### config.mk
export PLATFORM = sky130hd
export DESIGN_NAME = i2c_slv_tx
export DESIGN_NICKNAME = d
export VERILOG_FILES = /design/src/rtl/i2c_stx_pkg.sv /design/src/rtl/i2c_stx_lines.sv /design/src/rtl/i2c_stx_fifo.sv /design/src/rtl/i2c_stx_fsm.sv /design/src/rtl/i2c_slv_tx.sv
export SDC_FILE = /design/constraint.sdc
export NUM_CORES = 1
export LEC_CHECK = 0
export BUFFER_PORTS_ARGS = -buffer_cell sky130_fd_sc_hd__clkbuf_2
export CAP_MARGIN = 20
export CORE_MARGIN = 1.5
export CORE_UTILIZATION = 45
export DETAILED_ROUTE_END_ITERATION = 7
export GPL_TIMING_DRIVEN = 0
export SYNTH_ARGS = -nofsm -noshare
export SYNTH_HDL_FRONTEND = slang
export SYNTH_SLANG_ARGS = --single-unit
### constraint.sdc
create_clock -name clk -period 4.5 [get_ports clk]
set_clock_uncertainty 0.2 [all_clocks]
set_input_delay 0.225 -clock clk [delete_from_list [all_inputs] [get_ports clk]]
set_output_delay 0.225 -clock clk [all_outputs]
set_load 0.02 [all_outputs]
### src/rtl/i2c_stx_pkg.sv
package i2c_stx_pkg;
  typedef enum logic [1:0] {
    ST_IDLE = 2'd0,
    ST_SEND = 2'd1,
    ST_ACKW = 2'd2,
    ST_HOLD = 2'd3
  } stx_state_e;
endpackage

### src/rtl/i2c_stx_lines.sv
module i2c_stx_lines (
  input  logic clk,
  input  logic rst,
  input  logic scl_in,
  input  logic sda_in,
  output logic scl_fall,
  output logic scl_rise,
  output logic stop_seen
);
  logic scl_q, sda_q;

  always_ff @(posedge clk) begin
    if (rst) begin
      scl_q <= 1'b1;
      sda_q <= 1'b1;
    end else begin
      scl_q <= scl_in;
      sda_q <= sda_in;
    end
  end

  assign scl_fall  = scl_q & ~scl_in;
  assign scl_rise  = ~scl_q & scl_in;
  assign stop_seen = scl_q & scl_in & ~sda_q & sda_in;
endmodule

### src/rtl/i2c_stx_fifo.sv
module i2c_stx_fifo #(
  parameter int W     = 8,
  parameter int DEPTH = 2
) (
  input  logic         clk,
  input  logic         rst,
  input  logic         en,
  input  logic         wr_valid,
  input  logic [W-1:0] wr_data,
  input  logic         flush,
  input  logic         clr,
  input  logic         pop,
  input  logic         nack_evt,
  output logic [W-1:0] rd_data,
  output logic         empty,
  output logic         full,
  output logic         ovf,
  output logic         irq
);
  localparam int AW = (DEPTH > 1) ? $clog2(DEPTH) : 1;
  localparam int CW = $clog2(DEPTH + 1);
  localparam logic [AW-1:0] LAST = AW'(DEPTH - 1);
  localparam logic [CW-1:0] CMAX = CW'(DEPTH);
  localparam logic [CW-1:0] CONE = CW'(1);

  logic [W-1:0]  mem [DEPTH];
  logic [AW-1:0] wr_ptr, rd_ptr;
  logic [CW-1:0] count;
  logic          push_ok, irq_set, irq_kill;

  assign full     = (count == CMAX);
  assign empty    = (count == '0);
  assign push_ok  = en & wr_valid & ~flush & ~full;
  assign irq_set  = en & (nack_evt | (pop & (count == CONE) & ~push_ok));
  assign irq_kill = clr | push_ok;
  assign rd_data  = mem[rd_ptr];

  always_ff @(posedge clk) begin
    if (push_ok) mem[wr_ptr] <= wr_data;
  end

  always_ff @(posedge clk) begin
    if (rst || !en) begin
      wr_ptr <= '0;
      rd_ptr <= '0;
      count  <= '0;
      ovf    <= 1'b0;
      irq    <= 1'b0;
    end else begin
      if (flush) begin
        wr_ptr <= '0;
        rd_ptr <= '0;
        count  <= '0;
      end else begin
        if (push_ok) wr_ptr <= (wr_ptr == LAST) ? '0 : wr_ptr + 1'b1;
        if (pop)     rd_ptr <= (rd_ptr == LAST) ? '0 : rd_ptr + 1'b1;
        if (push_ok && !pop)      count <= count + 1'b1;
        else if (pop && !push_ok) count <= count - 1'b1;
      end
      if (wr_valid && full && !flush) ovf <= 1'b1;
      else if (clr)                   ovf <= 1'b0;
      irq <= irq_set | (irq & ~irq_kill);
    end
  end

  a_r4_ovf_sticky: assert property (@(posedge clk) disable iff (rst)
    (en && ovf && !clr) |=> ovf);
  a_r6_nack_sets_irq: assert property (@(posedge clk) disable iff (rst)
    (en && nack_evt) |=> irq);
  a_r3_write_fills: assert property (@(posedge clk) disable iff (rst)
    (en && wr_valid && !flush && !pop) |=> !empty);
endmodule

### src/rtl/i2c_stx_fsm.sv
module i2c_stx_fsm
  import i2c_stx_pkg::*;
#(
  parameter int W = 8
) (
  input  logic         clk,
  input  logic         rst,
  input  logic         en,
  input  logic         rd_sel,
  input  logic         scl_in,
  input  logic         sda_in,
  input  logic         scl_fall,
  input  logic         scl_rise,
  input  logic         stop_seen,
  input  logic         fifo_empty,
  input  logic [W-1:0] rd_data,
  output logic         pop,
  output logic         nack_evt,
  output logic         sda_oe
);
  localparam int BW = (W > 1) ? $clog2(W) : 1;
  localparam logic [BW-1:0] TOPBIT = BW'(W - 1);

  stx_state_e    st, st_n;
  logic [W-1:0]  sh, sh_n;
  logic [BW-1:0] cnt, cnt_n;
  logic          ack, ack_n;

  always_comb begin
    st_n     = st;
    sh_n     = sh;
    cnt_n    = cnt;
    ack_n    = ack;
    pop      = 1'b0;
    nack_evt = 1'b0;
    if (!en || stop_seen) begin
      st_n  = ST_IDLE;
      ack_n = 1'b0;
    end else begin
      unique case (st)
        ST_IDLE: if (rd_sel && !scl_in) begin
          if (!fifo_empty) begin
            pop   = 1'b1;
            sh_n  = rd_data;
            cnt_n = TOPBIT;
            st_n  = ST_SEND;
          end else begin
            nack_evt = 1'b1;
            st_n     = ST_HOLD;
          end
        end
        ST_SEND: if (scl_fall) begin
          if (cnt == '0) begin
            st_n  = ST_ACKW;
            ack_n = 1'b0;
          end else begin
            sh_n  = sh << 1;
            cnt_n = cnt - 1'b1;
          end
        end
        ST_ACKW: begin
          if (scl_rise) ack_n = ~sda_in;
          if (scl_fall) begin
            if (ack && !fifo_empty) begin
              pop   = 1'b1;
              sh_n  = rd_data;
              cnt_n = TOPBIT;
              st_n  = ST_SEND;
            end else if (ack) begin
              nack_evt = 1'b1;
              st_n     = ST_HOLD;
            end else begin
              st_n = ST_HOLD;
            end
          end
        end
        default: st_n = ST_HOLD;
      endcase
    end
  end

  always_ff @(posedge clk) begin
    if (rst) begin
      st     <= ST_IDLE;
      sh     <= '0;
      cnt    <= '0;
      ack    <= 1'b0;
      sda_oe <= 1'b0;
    end else begin
      st     <= st_n;
      sh     <= sh_n;
      cnt    <= cnt_n;
      ack    <= ack_n;
      sda_oe <= (st_n == ST_SEND) & ~sh_n[W-1];
    end
  end

  a_r7_hold_released: assert property (@(posedge clk) disable iff (rst)
    (st == ST_HOLD) |-> !sda_oe);
  a_r11_off_released: assert property (@(posedge clk) disable iff (rst)
    !en |=> !sda_oe);
  a_r2_steady_high: assert property (@(posedge clk) disable iff (rst)
    (st == ST_SEND && $past(st) == ST_SEND && scl_in && $past(scl_in)
     && !scl_fall) |=> $stable(sda_oe));
endmodule

### src/rtl/i2c_slv_tx.sv
module i2c_slv_tx #(
  parameter int W     = 8,
  parameter int DEPTH = 2
) (
  input  logic         clk,
  input  logic         rst,
  input  logic         slv_en,
  input  logic         rd_sel,
  input  logic         scl_in,
  input  logic         sda_in,
  input  logic         wr_valid,
  input  logic [W-1:0] wr_data,
  input  logic         flush,
  input  logic         flag_clr,
  output logic         sda_oe,
  output logic         txe_irq,
  output logic         fifo_empty,
  output logic         fifo_full,
  output logic         fifo_ovf
);
  logic         scl_fall, scl_rise, stop_seen;
  logic         pop, nack_evt;
  logic [W-1:0] rd_data;

  i2c_stx_lines u_lines (
    .clk(clk), .rst(rst), .scl_in(scl_in), .sda_in(sda_in),
    .scl_fall(scl_fall), .scl_rise(scl_rise), .stop_seen(stop_seen)
  );

  i2c_stx_fifo #(.W(W), .DEPTH(DEPTH)) u_fifo (
    .clk(clk), .rst(rst), .en(slv_en), .wr_valid(wr_valid),
    .wr_data(wr_data), .flush(flush), .clr(flag_clr), .pop(pop),
    .nack_evt(nack_evt), .rd_data(rd_data), .empty(fifo_empty),
    .full(fifo_full), .ovf(fifo_ovf), .irq(txe_irq)
  );

  i2c_stx_fsm #(.W(W)) u_fsm (
    .clk(clk), .rst(rst), .en(slv_en), .rd_sel(rd_sel),
    .scl_in(scl_in), .sda_in(sda_in), .scl_fall(scl_fall),
    .scl_rise(scl_rise), .stop_seen(stop_seen), .fifo_empty(fifo_empty),
    .rd_data(rd_data), .pop(pop), .nack_evt(nack_evt), .sda_oe(sda_oe)
  );
endmodule

**Yosys cells after proc, flatten, opt, wreduce, memory -nomap -nowiden**

Memory sizes are Yosys's and may differ from the RTL's. A register that Yosys moved wholly into a read port is not among the register bits.
Index checks and enable logic that the tools add are counted.

- RAM bits: 16
- Flip-flop bits (word level): 23
- Bits in read-only memories: 0
- Input port bits: 17
- Memories: 1
- Output and inout port bits: 5
- Word-level logic and storage cells: 133
- Latch bits: 0

- Shifts and indexed selects: 0
- Muxes and demuxes: 50
- Equality and inequality tests: 13
- Multipliers: 0
- $add $sub $neg: 5
- Bitwise operators: 26
- Reduce and logical (&&, ||, !) cells: 25
- Div/mod/pow operators: 0
- Order comparisons: 0

Memories:

| name | depth | bits a word | rd ports | clocked after Yosys merged registers in | wr ports | RTL line | text |
|---|---|---|---|---|---|---|---|
| u_fifo.mem | 2 | 8 | 1 | 1 | 1 | i2c_stx_fifo.sv:26 | `logic [W-1:0] mem [DEPTH];` |

Operators with widths:

| kind | number |
|---|---|
| 8-bit two-way mux | 7 |
| 8-bit case mux with 3 select lines | 1 |
| 1-bit two-way mux | 22 |
| 2-bit two-way mux | 9 |
| 3-bit two-way mux | 6 |
| 1-bit bitwise AND | 13 |
| 2-bit != test (second input constant) | 5 |
| 1-bit NOT | 10 |
| 3-bit case mux with 3 select lines | 1 |
| 8-bit AND reduction | 1 |
| 2-bit by 1-bit == test with 1-bit output (second input constant) | 3 |
| 1-bit logical AND | 6 |
| 1-bit logical NOT | 6 |
| 2-bit by 1-bit != test with 1-bit output (second input constant) | 3 |
| 1-bit case mux with 2 select lines | 3 |
| 2-bit case mux with 3 select lines | 1 |
| 2-bit nonzero test | 3 |
| 2-bit == test (second input constant) | 2 |
| 2-bit logical NOT | 2 |
| 4-bit AND reduction | 1 |
| 2-bit OR reduction | 2 |
| 3-bit logical NOT | 1 |
| 1-bit bitwise OR | 3 |
| 3-bit nonzero test | 1 |
| other kinds (5) | 7 |

**Longest topological paths before layout**

Gate-level depths: netlist of the first run.

- Word-level depth: 12
- Depth in mapped cells: 10

**By module**

From an unflattened synthesis of the first run, not the netlist that was laid out.

- Cell total of the unflattened synthesis: 184
- Area, all modules: 2,013.2 um^2

By module, submodules not included:

| module | cells an instance | area each (um^2) | instances |
|---|---|---|---|
| i2c_stx_fsm | 116 | 1,009.7 | 1 |
| i2c_stx_fifo | 61 | 928.4 | 1 |
| i2c_stx_lines | 7 | 75.1 | 1 |

**Worst setup path before layout of the first run**

Ideal clock, no wire load.

- Path type: flip-flop to flip-flop
- From: register u_fifo.count[0]
- To: register u_fifo.count[1]
- Data arrival time: 1.896 ns
- Cell stages (with the launch flop): 11
- Setup slack: 2.291 ns
- Setup time: 0.114 ns
- Required time: 4.186 ns
- Cells stage by stage: dfxtp_1 > inv_1 > ha_1 > or3_4 > a21oi_4 > nand2_4 > ha_1 > xor2_1 > nor2_1 > a21oi_1 > nor2_1

- Word-level cells in the longest chain between the ends: 10
- Elaborated cells between the ends (all ways): 21

Ends and longest elaborated chain:

| what | RTL line | text |
|---|---|---|
| start, declared | i2c_stx_fifo.sv:28 | `logic [CW-1:0] count;` |
| start signal, assigned | i2c_stx_fifo.sv:57 | `if (push_ok && !pop) count <= count + 1'b1;` |
| start signal, assigned | i2c_stx_fifo.sv:58 | `else if (pop && !push_ok) count <= count - 1'b1;` |
| 2-bit logical NOT (*) | i2c_stx_fifo.sv:32 | `assign empty = (count == '0);` |
| via fifo_empty | i2c_slv_tx.sv:17 | `output logic fifo_empty,` |
| 1-bit logical NOT | - |  |
| 1-bit logical AND | i2c_stx_fsm.sv:64 | `if (ack && !fifo_empty) begin` |
| 1-bit two-way mux | i2c_stx_fsm.sv:64 |  |
| 1-bit two-way mux | i2c_stx_fsm.sv:63 | `if (scl_fall) begin` |
| 1-bit case mux with 2 select lines (*) | i2c_stx_fsm.sv:40 | `unique case (st)` |
| 1-bit two-way mux (*) | i2c_stx_fsm.sv:36 | `if (!en \|\| stop_seen) begin` |
| 1-bit logical NOT | i2c_stx_fifo.sv:57 |  |
| 1-bit logical AND | i2c_stx_fifo.sv:57 |  |
| 2-bit two-way mux / 2-bit nonzero test (equally long branches) | - |  |

The timed path passes the listed nets; every way through them passes the cells marked *. The select of a mux whose other input is x is not followed.
A chain may end at the register's enable or synchronous reset.

**Final worst setup path of the first run**

- From: register u_fifo.count[0]
- To: register u_fifo.count[1]

- Word-level cells in the longest chain between the ends: 10
- Elaborated cells between the ends (all ways): 21

Ends and longest elaborated chain:

| what | RTL line |
|---|---|
| 2-bit logical NOT | i2c_stx_fifo.sv:32 |
| 1-bit logical NOT | - |
| 1-bit logical AND | i2c_stx_fsm.sv:64 |
| 1-bit two-way mux | i2c_stx_fsm.sv:64 |
| 1-bit two-way mux | i2c_stx_fsm.sv:63 |
| 1-bit case mux with 2 select lines | i2c_stx_fsm.sv:40 |
| 1-bit two-way mux | i2c_stx_fsm.sv:36 |
| 1-bit logical NOT | i2c_stx_fifo.sv:57 |
| 1-bit logical AND | i2c_stx_fifo.sv:57 |
| 2-bit two-way mux / 2-bit nonzero test (equally long branches) | - |

Parallel ways exist; a longest one is shown, timed or not. The select of a mux whose other input is x is not followed.

==> results by stage, run 1 <==
Logic synthesis:
- The proportion of register bits with asynchronous set or reset after synthesis is 0%.
- The share of the synthesized area in the top cell type is 25.08%.
- The synthesized design contains 40 register bits.
- The synthesized design contains 16 enable-type register cells.
- The Yosys step of the flow raised 0 warnings.
- The post-synthesis instance total is between 150 and 200.
- The average cell area after synthesis is roughly 11 um^2.
- The number of distinct library cells after synthesis is 48.
- The commonest register cell after synthesis is dfxtp_1.
- By area the synthesized netlist is led by dfxtp_1 25%, edfxtp_1 25%, mux2_2 4.7%.
- The sequential-to-total area share from yosys stat is 50.16%.
- In this run the cell area of the synthesized design comes to about 1900 um^2.
- Synthesis produced a netlist with a net count of ~190.
- The cell taking the most area after synthesis is dfxtp_1.

Hold path:
- The start point of the worst min-delay path is flag_clr.
- Counting instances, the worst hold path has a depth of 3.
- For hold timing, the worst endpoint is u_fifo.irq.
- The worst hold path class is in2reg.

Critical path:
- The worst setup path is captured at a flop.
- Data on the critical path arrives at its endpoint at between 2000 and 2500 ps.
- The kind of cell with the highest combined delay on the critical path is simple AND/OR/NAND/NOR gates.
- The worst register-to-register path has a setup slack of between 2000 and 2500 ps.
- The largest incremental delay on the critical path is 370 ps.
- The signal on the critical path passes through inv_1, ha_1, or3_4, a21oi_4, nand2_4, ha_1, xor2_1, nor2_1, a21oi_1, nor2_1.
- The number of buffer and inverter stages on the critical path is 1.
- The number of cells on the worst reg-to-reg path is 10.
- The startpoint identified for the worst register-to-register timing path is u_fifo.count[0].
- The destination of the worst register-to-register timing path is u_fifo.count[1].
- The largest individual stage delay along the critical path comes from the cell dfxtp_1.
- The worst setup path is launched from a flop.
- The worst endpoint required time is roughly 4500 ps.
- Of all nets on the critical path, the largest fanout is 7.
- The setup path with the least slack is of type reg2reg.

Global route:
- The initial antenna violation count is 0.
- After global routing the overflow that remains totals 0.
- The maximum number of pins on one net before global-route repair is 15.
- The via count of the first global-routing pass is 1,443.
- The aggregate global-route resource usage is between 10% and 20%.
- The first global-routing pass estimated approximately 6.3 mm of wire.

Job:
- Max-cap violations in this run came to 0.

STA:
- The relative slew slack is 54.20%.
- The final worst-path setup slack is roughly 2100 ps.
- The sum of negative setup slack is 0 ps.
- The highest clock frequency the design can meet is ~0.42 GHz.
- The final clock period utilization by the worst path is 52.92%.
- The shortest clock period the worst path allows after layout is 2381 ps.
- For the pin with the worst max-slew slack, the measured transition is approximately 680 ps.
- The number of failing hold endpoints at the final stage came to 0.
- The number of max-slew violations in the final report is 0.
- Hold timing on the final database bottoms out at a slack of approximately 16 ps.
- Setup repair after global routing left no endpoint under its margin.
- The final setup violation count is 0.

Pwr:
- In this run switching power makes up between 20% and 30% of total power.
- In this run the static leakage power is slightly below 0.9 nW.
- The share of total power dissipated in sequential elements is 51.4%.
- Per report_power, the clock group accounts for ~39% of the total.
- The maximum vdd ir drop is roughly 0.00021 V.
- The total power density per cell area is 325.9 nW/um^2.
- The logic gate share of total power is roughly a tenth.
- The internal portion of the total power is ~0.0006 W.
- The switching power total is approximately 0.00017 W.

Detailed routing:
- The total wire length is 3.690 mm.
- In the routed layout, each cell is associated on average with a via count of about 5.3.
- Before antenna repair, the detailed router went through 4 iterations.
- The routed layout has 1,392 vias.
- For this block, the initial DRC count from the detailed router was 96.
- The routed length per instance is approximately 14 um.
- The DRC violation count after routing is 0.
- The count of nets left with antenna violations once routing finished came out at 0.

Clock tree:
- The root buffer cell chosen for the clock tree is clkbuf_8.
- The clock slew seen by the registers of the worst setup and hold paths is ~80 ps.
- At the later pin of the worst-skew pair, clock insertion delay measures slightly below 300 ps.
- The number of levels the H-tree was split into is 2.
- TritonCTS built the clock tree.
- The clock buffer count from CTS is 5.
- The number of clock sinks is 40.
- The clock passes through at most 2 buffers.

Floorplan:
- Once the floorplan was initialized, standard cells occupied a little under half of the core.
- The region available for standard cell placement spans between 4000 and 5000 um^2.
- The count of standard-cell rows is 23.
- The die boundary width is just under 70 um.
- The number of ports placed on the die boundary is 22.
- Measured along the y axis, the die boundary spans between 60 and 70 um.
- The floorplan step defined a die boundary enclosing 4657 um^2.

Cells and area:
- The fill cell instance count of the final layout is ~340.
- The final layout contains about 230 nets.
- Cells with a size suffix above 1 make up a little over a quarter of the layout.
- The number of antenna diodes in the final layout is 0.
- From synthesis to final layout, the design area changed by 21.55%.
- After routing the design area is about 2300 um^2.

Placed design:
- At the placement stage, the worst setup path has a slack of 2125 ps.
- The number of buffers inserted by port buffering is 21.
- In this run the cell area measured after placement is roughly 2100 um^2.
- The placer's final routability congestion estimate is 0.7488.
- The placed wire-length estimate after detailed placement is between 2 and 3 mm.

Run status:
- The run finished with clean final reports.
==> cells in the final DEF, fill, tap and decap left out, types with 2 or more instances in the layout <==
cell / instances
dfxtp_1: 24
clkbuf_2: 21
edfxtp_1: 16
dlygate4sd3_1: 13
a31oi_1: 10
inv_1: 9
nor2_1: 9
a211oi_1: 9
mux2_2: 8
a22oi_1: 6
ha_1: 6
nor2b_1: 5
a21oi_1: 5
clkbuf_8: 5
nand2b_1: 4
nand2_1: 4
and3_1: 4
nand4bb_1: 3
clkbuf_1: 3
or2_2: 3
o21ai_0: 3
buf_4: 2
nand3_1: 2
buf_6: 2
and2_1: 2
and2b_2: 2
mux2i_1: 2
xor2_1: 2
a311oi_1: 2
nand3b_1: 2
==> cell usage after synthesis, types with 2 or more instances <==
cell	n
nand3b_1	2
buf_6	2
mux2i_1	2
nand4bb_1	3
clkbuf_1	3
and2b_2	2
nand3_1	2
and3_1	4
edfxtp_1	16
nor2b_1	5
inv_1	9
nor2_1	9
and2_1	2
nand2b_1	4
a311oi_1	2
mux2_2	8
ha_1	6
buf_4	2
a31oi_1	10
o21ai_0	3
dfxtp_1	24
a21oi_1	5
xor2_1	2
or2_2	3
a211oi_1	9
a22oi_1	6
nand2_1	4
==> per-layer routing <==
layer,wire [um],GRT usage (%),share of wire (%),vias up
li1,-,-,-,721
met1,1781,22.58,48,647
met2,1750,31.43,47,18
met3,103,4.934,2.8,6
met4,55,6.000,1.5,0
met5,0,0,0,-
==> registers in the layout (all words and copies together) (netlist names), named ones only <==
register and flops:
u_fsm.ack 1, u_fifo.rd_ptr 1, u_fsm.sda_oe 1, u_fsm.st 2, u_fsm.cnt 3, u_fifo.mem 16
u_fifo.ovf 1, u_fifo.count 2, u_lines.sda_q 1, u_fsm.sh 8, u_fifo.irq 1, u_lines.scl_q 1
u_fifo.wr_ptr 1
==> power by group through the flow <==
stage	clock network [W]	logic, W	registers (W)
floorplan	0	0.0000439	0.000398
global placement	0	0.0000635	0.000398
detailed placement	0	0.0000657	0.000399
CTS	0.000304	0.0000742	0.000390
global route	0.000319	0.0000827	0.000391
finish	0.000294	0.0000741	0.000390
==> metrics by stage <==
step                cells  utilization [%]  power [W]
floorplan             170                -  0.0004421
global placement      241            51.34  0.0004619
detailed placement    241            51.34  0.0004643
CTS                   262            57.39  0.0007684
global route          262            57.39  0.0007929
finish                262            57.39  0.0007589
==> worst min-delay path: cells and delay by family <==
kind / cells / cell delay, ps
buffers and inverters: 1 / 80
AOI/OAI and AO/OA: 1 / 60
and+or+nand+nor: 1 / 90
==> worst max path at each step <==
stage / from / endpoint / slack, ps / cells after the start
6_report: u_fifo.count[0] / u_fifo.count[1] / 2120 / 10
5_1_grt: u_fifo.count[0] / u_fifo.count[1] / 1940 / 10
4_1_cts: u_fifo.count[0] / u_fifo.count[1] / 2100 / 10
3_5_place_dp: u_fifo.count[0] / u_fifo.count[1] / 2130 / 10
3_3_place_gp: u_fifo.count[0] / u_fifo.count[1] / 2200 / 10
2_1_floorplan: u_fifo.count[0] / u_fifo.count[1] / 2290 / 10
==> what timing repair did <==
action                                  4_1_cts  5_1_grt
hold endpoints to repair                     20        0
hold buffers                                 13        0
resized for setup                             0        0
endpoints found under the setup margin        0        0
buffers inserted                              0        0
==> layout make-up <==
class,count,area (um^2),share of cell area [%]
clock inverters,3,46.29,1.988
clock buffers,5,68.82,2.955
repair buffers,34,235.2,10.10
multi-input cells,113,867.1,37.24
inverters,9,33.78,1.451
well taps,50,62.56,2.687
flip-flops and latches,40,960.9,41.27
plain buffers,8,53.80,2.311
==> logic make-up after synthesis <==
kind of cell             synth area share, %
flip-flops                             50.16
AO/OA/AOI/OAI                          16.52
AND/OR/NAND/NOR                        17.70
XOR/XNOR                               1.372
buffers and inverters                  4.571
multiplexers                           5.748
adder cells (fa/ha/maj)                3.919
No activity file was read; power rests on OpenSTA's default activity.
==> run 2: changes to the inputs <==
Settings changed: ABC_AREA set to 1.
Clock period 4.5 ns to 2.3 ns, I/O delays scaled along.
==> run 2 against run 1 <==
Effect of this change: sequential share of layout area is 1.5 points lower; area after synthesis is 4.8% higher; fmax is 9.1% higher; critical endpoint is now u_fifo.ovf; clock-buffer cell count stayed put; worst hold slack worse by 14 ps; global-route usage is 0.81 points lower; clock power is 60% higher; core utilization is 1.4 points lower; via count is 13% higher; wire length is 0.73% lower.
==> results by stage, run 2 <==
Run status:
- The run finished with clean final reports.

Critical path:
- The largest incremental delay on the critical path is 550 ps (+180 ps).
- The cell repeated most along the worst path is dlygate4sd3_1.
- STA classifies the critical path startpoint as a flop.
- The number of buffer and inverter stages on the critical path is 3 (+2).
- The number of logic stages on the critical path including buffering is 6 (-4).
- The path depth of the worst reg2reg path is 6 (-4).
- The launching instance or port of the critical path is u_fifo.count[0].
- The worst-path cell with the longest stage delay is dlygate4sd3_1.
- The critical path goes through inv_1, ha_1, nand3_1, dlygate4sd3_1, a21oi_1, dlygate4sd3_1.
- Grouping stages by cell kind, the critical path spends the most delay in buffers and inverters.
- The reg2reg setup slack was 120 ps (-2000 ps).
- The critical path start-end classification is reg2reg.
- The nature of the critical path endpoint is a flop.
- The maximum fanout encountered on the critical timing path is 3 (-4).
- The worst path arrival time is 2160 ps (-220 ps).
- The worst endpoint required time came to 2280 ps (-2210 ps).
- In this run the critical register-to-register path is launched from u_fifo.count[0].

Pwr:
- The internal portion of total power is 0.001037 W (+76%).
- The switching power share of the total is 25.52% (+3.0 points).
- The total power density per cell area is 574.9 nW/um^2 (+76%).
- The logic gate share of total power came to 11.3% (+1.5 points).
- The part of the power in the clock network is 33.7% (-5.1 points).
- The switching power total is 0.0003554 W (+110%).
- The sequential cell fraction of total power is 55.0% (+3.6 points).
- The static power due to leakage was 1.063 nW (+22%).
- The maximum vdd ir drop came to 0.0004302 V (+110%).

Cells and area:
- In the layout the commonest cells are 62 x nand2_1, 36 x inv_1, 23 x dfxtp_1.
- The synthesis-to-layout area growth is 20.62%.
- Counting flops per register, the top entry is u_fifo.mem.
- The number of nets at the end of the flow came to 314 (+34%).
- The number of flip-flops in the largest register is 16 (unchanged).
- The most common cell after layout, fill and taps aside is nand2_1.
- The share of post-route cells with drive strength above 1 is 22.26% (-4.2 points).
- The largest registers in the layout are u_fifo.mem: 16 flops, u_fsm.sh: 8 flops, u_fsm.cnt: 3 flops.
- The count of antenna diodes in the layout is 0 (unchanged).
- The fill cell instance count of the final layout is 414 (+22%).

Detailed routing:
- The total wire length is 3.663 mm (-0.73%).
- The first-iteration detailed-routing DRC count came to 63 (-34%).
- The total vias in the final route is 1,568 (+13%).
- The routed length per instance is 10.65 um (-24%).
- The number of iterations in the first detailed-routing pass is 4 (unchanged).
- The DRC violation count after routing is 0 (unchanged).
- The detail-routed via count per cell is 4.558 (-14%).
- The number of nets with antenna violations after detailed routing is 0 (unchanged).

Logic synthesis:
- After synthesis, the most frequently instantiated cells are 62 x nand2_1, 36 x inv_1, 24 x dfxtp_1.
- For this run, the leading register cell type out of synthesis is dfxtp_1.
- The compound-gate portion of the synthesized area is 7.913% (-8.6 points).
- The number of distinct library cells after synthesis is 25 (-48%).
- The average cell area after synthesis came to 8.097 um^2 (-28%).
- The proportion of synthesized area in mux cells is 0% (-5.7 points).
- The fraction of synthesized cell area in xor and xnor cells is 1.308% (-0.063 points).
- The share of the synthesized area in the top cell type came to 23.93% (-1.2 points).
- The post-synthesis cell area is 2008 um^2 (+4.8%).
- The Yosys warning count is 0 (unchanged).
- The post-synthesis simple-gate area fraction is 30.16% (+12 points).
- The proportion of register bits with asynchronous set or reset after synthesis is 0% (unchanged).
- The fraction of the mapped netlist area in adder cells is 3.738% (-0.18 points).
- The post-synth net total was 271 (+40%).
- Sorting the synthesized cells by area gives the leading types as dfxtp_1 24%, edfxtp_1 24%, nand2_1 12%.
- The sequential-to-total area share from yosys stat was 47.85% (-2.3 points).
- The largest family of logic cells by synthesized area is simple AND/OR/NAND/NOR gates.
- Of all cell types, the one taking the most synthesized area is dfxtp_1.
- The post-synthesis instance total is 248 (+46%).
- By instance count, the leading cell after synthesis is nand2_1.
- The number of flops mapped to enable cells by yosys is 16 (unchanged).
- The post-synthesis sequential element count was 40 (unchanged).

Global route:
- The maximum number of pins on one net before global-route repair is 15 (unchanged).
- The initial antenna violation count is 0 (unchanged).
- The leftover overflow at the end of global routing came to 0 (unchanged).
- The via count of the first global-routing pass is 1,532 (+6.2%).
- The first-pass GRT wire length is 6.762 mm (+6.6%).
- The aggregate global-route resource usage came to 17.64% (-0.81 points).

Floorplan:
- The die boundary width is 69.80 um (+2.3%).
- The overall die height is 69.80 um (+2.3%).
- The number of ports placed on the die boundary came to 22 (unchanged).
- The initial core utilization is 46.44% (-0.77 points).
- The core outline area is 4324 um^2 (+6.6%).
- The count of standard-cell rows is 24 (+4.3%).
- The full die area is 4872 um^2 (+4.6%).

Hold path:
- The tightest min-delay check is of the in2reg type.
- The startpoint identified for the worst hold timing path is flag_clr.
- The hold path depth was 6 (+3).

STA:
- The worst-margin pin slew is 739.0 ps (+54.50 ps).
- The final setup violation count is 0 (unchanged).
- The final worst-path setup slack is 116.6 ps (-2002 ps).
- The shortest clock period the worst path allows after layout is 2183 ps (-198.0 ps).
- The relative slew slack is 50.55% (-3.6 points).
- The final clock period utilization by the worst path is 94.93% (+42 points).
- The number of max-slew violations in the final report is 0 (unchanged).
- The number of failing hold endpoints at the final stage was 0 (unchanged).
- Setup repair after global routing left no endpoint under its margin.
- The highest clock frequency the design can meet is 0.4580 GHz (+9.1%).
- The sum of negative setup slack is 0 ps (unchanged).

Clock tree:
- The clock latency reported for the late side of the worst-skew pair is 290 ps (about the same).
- The number of clock sinks is 40 (unchanged).
- The clock tree from TritonCTS is done.
- The number of levels the H-tree was split into is 2 (unchanged).
- The maximum clock path buffer count is 2 (unchanged).
- The count of buffers added by post-CTS timing repair for setup was 0 (unchanged).
- The clock slew seen by the registers of the worst setup and hold paths was 80 ps (about the same).
- The tree is rooted in a clkbuf_8.
- The clock buffer count from CTS is 5 (unchanged).

Placed design:
- The pre-CTS setup slack came to 110.5 ps (-2015 ps).
- The number of buffers inserted by port buffering is 21 (unchanged).
- The placer's final routability congestion estimate is 0.8366 (+12%).
- The placed wire-length estimate after detailed placement is 2.579 mm (-1.4%).

Job:
- The max capacitance violation total is 0 (unchanged).
==> run 2: path summary, 6_finish.rpt <==
check | end
min | u_fifo.irq
max reg2reg | u_fifo.ovf
max | u_fifo.ovf
min reg2reg | u_fsm.sh[7]
==> run 2: area by class of cell <==
cell class                      instances  area (um^2)  area share (%)
Timing Repair Buffer                   36        255.2           10.54
Sequential cell                        40        962.2           39.72
Buffer                                  3        27.53           1.136
Clock inverter                          3        23.77          0.9814
Tap cell                               52        65.06           2.686
Multi-Input combinational cell        164        865.8           35.74
Clock buffer                            5        68.82           2.841
Inverter                               41        153.9           6.353
==> run 2: timing repair <==
action | CTS | global route
gates resized for setup | 0 | 1
setup endpoints to repair | 0 | 18
hold endpoints to repair | 27 | 0
hold buffers | 15 | 0
==> run 2: cell families (layout without fill, tap and decap cells) <==
family,after synthesis,count (layout)
adder cells (fa/ha/maj),6,6
buffers and inverters,44,88
AO/OA/AOI/OAI,29,29
AND/OR/NAND/NOR,126,126
flip-flops,40,40
XOR/XNOR,3,3
==> run 2: power by group through the flow <==
| stage | logic [W] | clock network [W] | registers (W) |
|---|---|---|---|
| after CTS | 0.000158 | 0.000488 | 0.000766 |
| after global placement | 0.000138 | 0 | 0.000782 |
| final | 0.000157 | 0.000470 | 0.000766 |
| after floorplan | 0.000100 | 0 | 0.000781 |
| after detailed placement | 0.000140 | 0 | 0.000782 |
| after global routing | 0.000180 | 0.000519 | 0.000769 |
==> run 2: metrics by stage <==
step / cell area [um^2] / instances / utilization (%) / total power [W] / hold WS [ps]
6_report: 2422 / 344 / 56.02 / 0.001393 / 2.505
5_1_grt: 2422 / 344 / 56.02 / 0.001467 / 37.95
4_1_cts: 2421 / 344 / 55.99 / 0.001412 / 3.781
3_5_place_dp: 2178 / 321 / 50.38 / 0.0009218 / 107.5
3_3_place_gp: 2178 / 321 / 50.38 / 0.0009204 / 104.0
2_1_floorplan: 2008 / 248 / - / 0.0008816 / -22.56
==> run 2: metal layers <==
metal	global-route usage, %	part of all wire [%]	wire length (um)	vias to the layer above
li1	-	-	-	857
met1	23.09	49	1782	684
met2	27.62	47	1714	25
met3	4.360	3.6	133	2
met4	7.906	0.90	33	0
met5	0	0	0	-
==> run 2: worst min-delay path, stage by stage <==
cell and delay [ps]:
clkbuf_2 70, inv_1 40, nand3_1 70, nand3_1 70, nand2_1 60, inv_1 30
==> run 3: changes to the inputs <==
Settings changed: ABC_AREA 1 to 0.
==> run 3 against run 2 <==
Effect of this change: sequential cell count unchanged; via count shrank 10%; die area shrank 4.4%; non-clock buffer count up 9; power increased by 6.7%; critical endpoint unchanged; largest cell class unchanged; largest power group unchanged; highest routed layer unchanged.
==> results by stage, run 3 (synthesis gave the netlist of run 1 again) <==
STA:
- The number of max-slew violations in the final report is 0 (unchanged).
- The worst hold slack is 99.59 ps (+97.09 ps).
- The final setup violation count is 0 (unchanged).
- The sum of negative setup slack is 0 ps (unchanged).
- The worst-margin pin slew was 684.6 ps (-54.37 ps).
- The relative slew slack was 54.19% (+3.6 points).
- Setup repair after global routing could not meet its margin everywhere.
- The shortest clock period the worst path allows after layout is 2186 ps (+3.026 ps).
- The final clock period utilization by the worst path is 95.06% (+0.13 points).
- The final worst-path setup slack is 113.6 ps (-3.026 ps).
- The highest clock frequency the design can meet is 0.4574 GHz (-0.14%).
- The number of failing hold endpoints at the final stage was 0 (unchanged).

Critical path:
- The worst endpoint required time is 2330 ps (+50 ps).
- The nature of the critical path endpoint is a flop.
- Walking the worst path, the cells encountered are inv_1, ha_2, nand3b_1, dlygate4sd3_1, a21oi_1, dlygate4sd3_1.
- The worst setup path is launched from a flop.
- The maximum fanout encountered on the critical timing path is 3 (unchanged).
- The worst path arrival time is 2220 ps (+60 ps).
- The largest incremental delay on the critical path is 560 ps (about the same).
- The cell repeated most along the worst path is dlygate4sd3_1.
- The worst-path cell with the longest stage delay is dlygate4sd3_1.
- The critical path start-end classification is reg2reg.

Clock tree:
- The clock buffer count from CTS came to 5 (unchanged).
- The maximum clock path buffer count is 2 (unchanged).
- The clock slew seen by the registers of the worst setup and hold paths is 80 ps (about the same).
- The root buffer cell chosen for the clock tree is clkbuf_8.
- The clock latency reported for the late side of the worst-skew pair is 280 ps (about the same).
- The number of levels the H-tree was split into is 2 (unchanged).
- The clock tree from TritonCTS is done.
- The number of clock sinks is 40 (unchanged).

Placed design:
- The placer's final routability congestion estimate was 0.7488 (-10%).
- The placed wire-length estimate after detailed placement is 2.615 mm (+1.4%).
- The number of buffers inserted by port buffering is 21 (unchanged).
- The pre-CTS setup slack is -74.89 ps (-185.4 ps).
- The number of cells after detailed placement was 241 (-25%).

Floorplan:
- The core outline area is 4058 um^2 (-6.2%).
- The full die area is 4657 um^2 (-4.4%).
- The initial core utilization was 47.21% (+0.77 points).
- The number of ports placed on the die boundary is 22 (unchanged).
- The overall die height came to 68.25 um (-2.2%).
- The die boundary width is 68.25 um (-2.2%).
- The count of standard-cell rows is 23 (-4.2%).

Pwr:
- The total power density per cell area was 620.0 nW/um^2 (+7.8%).
- The static power due to leakage is 0.8942 nW (-16%).
- The maximum vdd ir drop is 0.0004086 V (-5.0%).

Cells and area:
- The share of post-route cells with drive strength above 1 came to 28.44% (+6.2 points).
- The area growth from synthesis to layout is 25.08%.
- The register name with the most flops is u_fifo.mem.
- The count of antenna diodes in the layout came to 0 (unchanged).
- The final non-filler cell total is 268 (-22%).
- In the layout the commonest cells are 22 x dfxtp_1, 21 x clkbuf_2, 18 x dlygate4sd3_1.
- The number of flip-flops in the largest register is 16 (unchanged).
- The largest registers in the layout are u_fifo.mem: 16 flops, u_fsm.sh: 8 flops, u_fsm.cnt: 3 flops.
- The number of nets at the end of the flow is 240 (-24%).
- The fill cell instance count of the final layout is 335 (-19%).
- The library cell used most frequently in the layout, excluding fill and tap cells, is dfxtp_1.

Global route:
- The leftover overflow at the end of global routing was 0 (unchanged).
- The maximum number of pins on one net before global-route repair is 15 (unchanged).
- The initial antenna violation count is 0 (unchanged).
- The first-pass GRT wire length was 6.492 mm (-4.0%).
- The aggregate global-route resource usage is 18.83% (+1.2 points).
- The via count of the first global-routing pass is 1,487 (-2.9%).

Detailed routing:
- The DRC violation count after routing is 0 (unchanged).
- The routed length per instance is 14.01 um (+32%).
- The number of iterations in the first detailed-routing pass was 4 (unchanged).
- The first-iteration detailed-routing DRC count is 88 (+40%).
- The detail-routed via count per cell was 5.239 (+15%).
- The total wire length came to 3.756 mm (+2.5%).
- The number of nets with antenna violations after detailed routing is 0 (unchanged).
- The total vias in the final route came to 1,404 (-10%).

Hold path:
- The tightest min-delay check is of the in2reg type.

Job:
- The max capacitance violation total is 0 (unchanged).

Run status:
- The run finished with clean final reports.
run 3: changes by cell type in the layout (fill, tap and decap cells not counted), sizes merged, moves of 8 or more:
cell | before | now
nand2 | 69 | 5
inv | 41 | 10
nor2 | 39 | 9
o21ai | 15 | 4
a31oi | 0 | 10
nand3 | 12 | 2
a211oi | 1 | 9
mux2 | 0 | 8
run 3: per-layer routing:
metal	track usage, %	part of all wire, %	up-vias
li1	-	-	731
met1	23.31	48	650
met5	0	0	-
met2	31.92	49	21
met4	5.750	0.56	0
met3	5.099	2.6	2
run 3: area by class of cell:
cell class,count,area (um^2),area share [%]
sequential,40,963.4,40.21
buffer,8,53.80,2.245
inverter,9,33.78,1.410
timing repair buffer,40,292.8,12.22
tap,50,62.56,2.611
multi-input combinational,113,874.6,36.50
clock buffer,5,68.82,2.872
clock inverter,3,46.29,1.932
run 3: timing repair:
action,in CTS,in global routing
buffers inserted,1,0
endpoints found under the setup margin,2,8
hold buffers,18,0
resized for setup,0,5
hold endpoints to repair,25,0
run 3: worst max-delay path: cells and delay by family (launching register included):
kind | cells | cell delay [ps]
adders and majority gates | 1 | 200
DFF | 1 | 340
AOI/OAI and AO/OA | 1 | 130
and+or+nand+nor | 1 | 80
buffers and inverters | 3 | 1200
run 3: final timing paths:
kind	from	end	slack, ps	cells after the start
max	u_fifo.count[0]	u_fifo.ovf	110	6
min	scl_in	u_fifo.irq	100	5
max reg2reg	u_fifo.count[0]	u_fifo.ovf	110	6
min reg2reg	u_fsm.cnt[0]	u_fsm.cnt[0]	290	1
run 3: power breakdown:
| part | total [W] | internal, W | switching, W |
|---|---|---|---|
| Clock | 0.000570 | 0.000327 | 0.000243 |
| Combinational | 0.000152 | 0.0000748 | 0.0000771 |
| Sequential | 0.000764 | 0.000754 | 0.00000953 |
| Total | 0.00149 | 0.00116 | 0.000330 |
run 3: stage by stage:
step | total power (W) | utilization (%) | instance area [um^2]
finish | 0.001486 | 59.05 | 2396
global route | 0.001557 | 59.05 | 2396
CTS | 0.001509 | 58.80 | 2386
detailed placement | 0.0009084 | 51.34 | 2083
global placement | 0.0009037 | 51.34 | 2083
floorplan | 0.0008650 | - | 1916
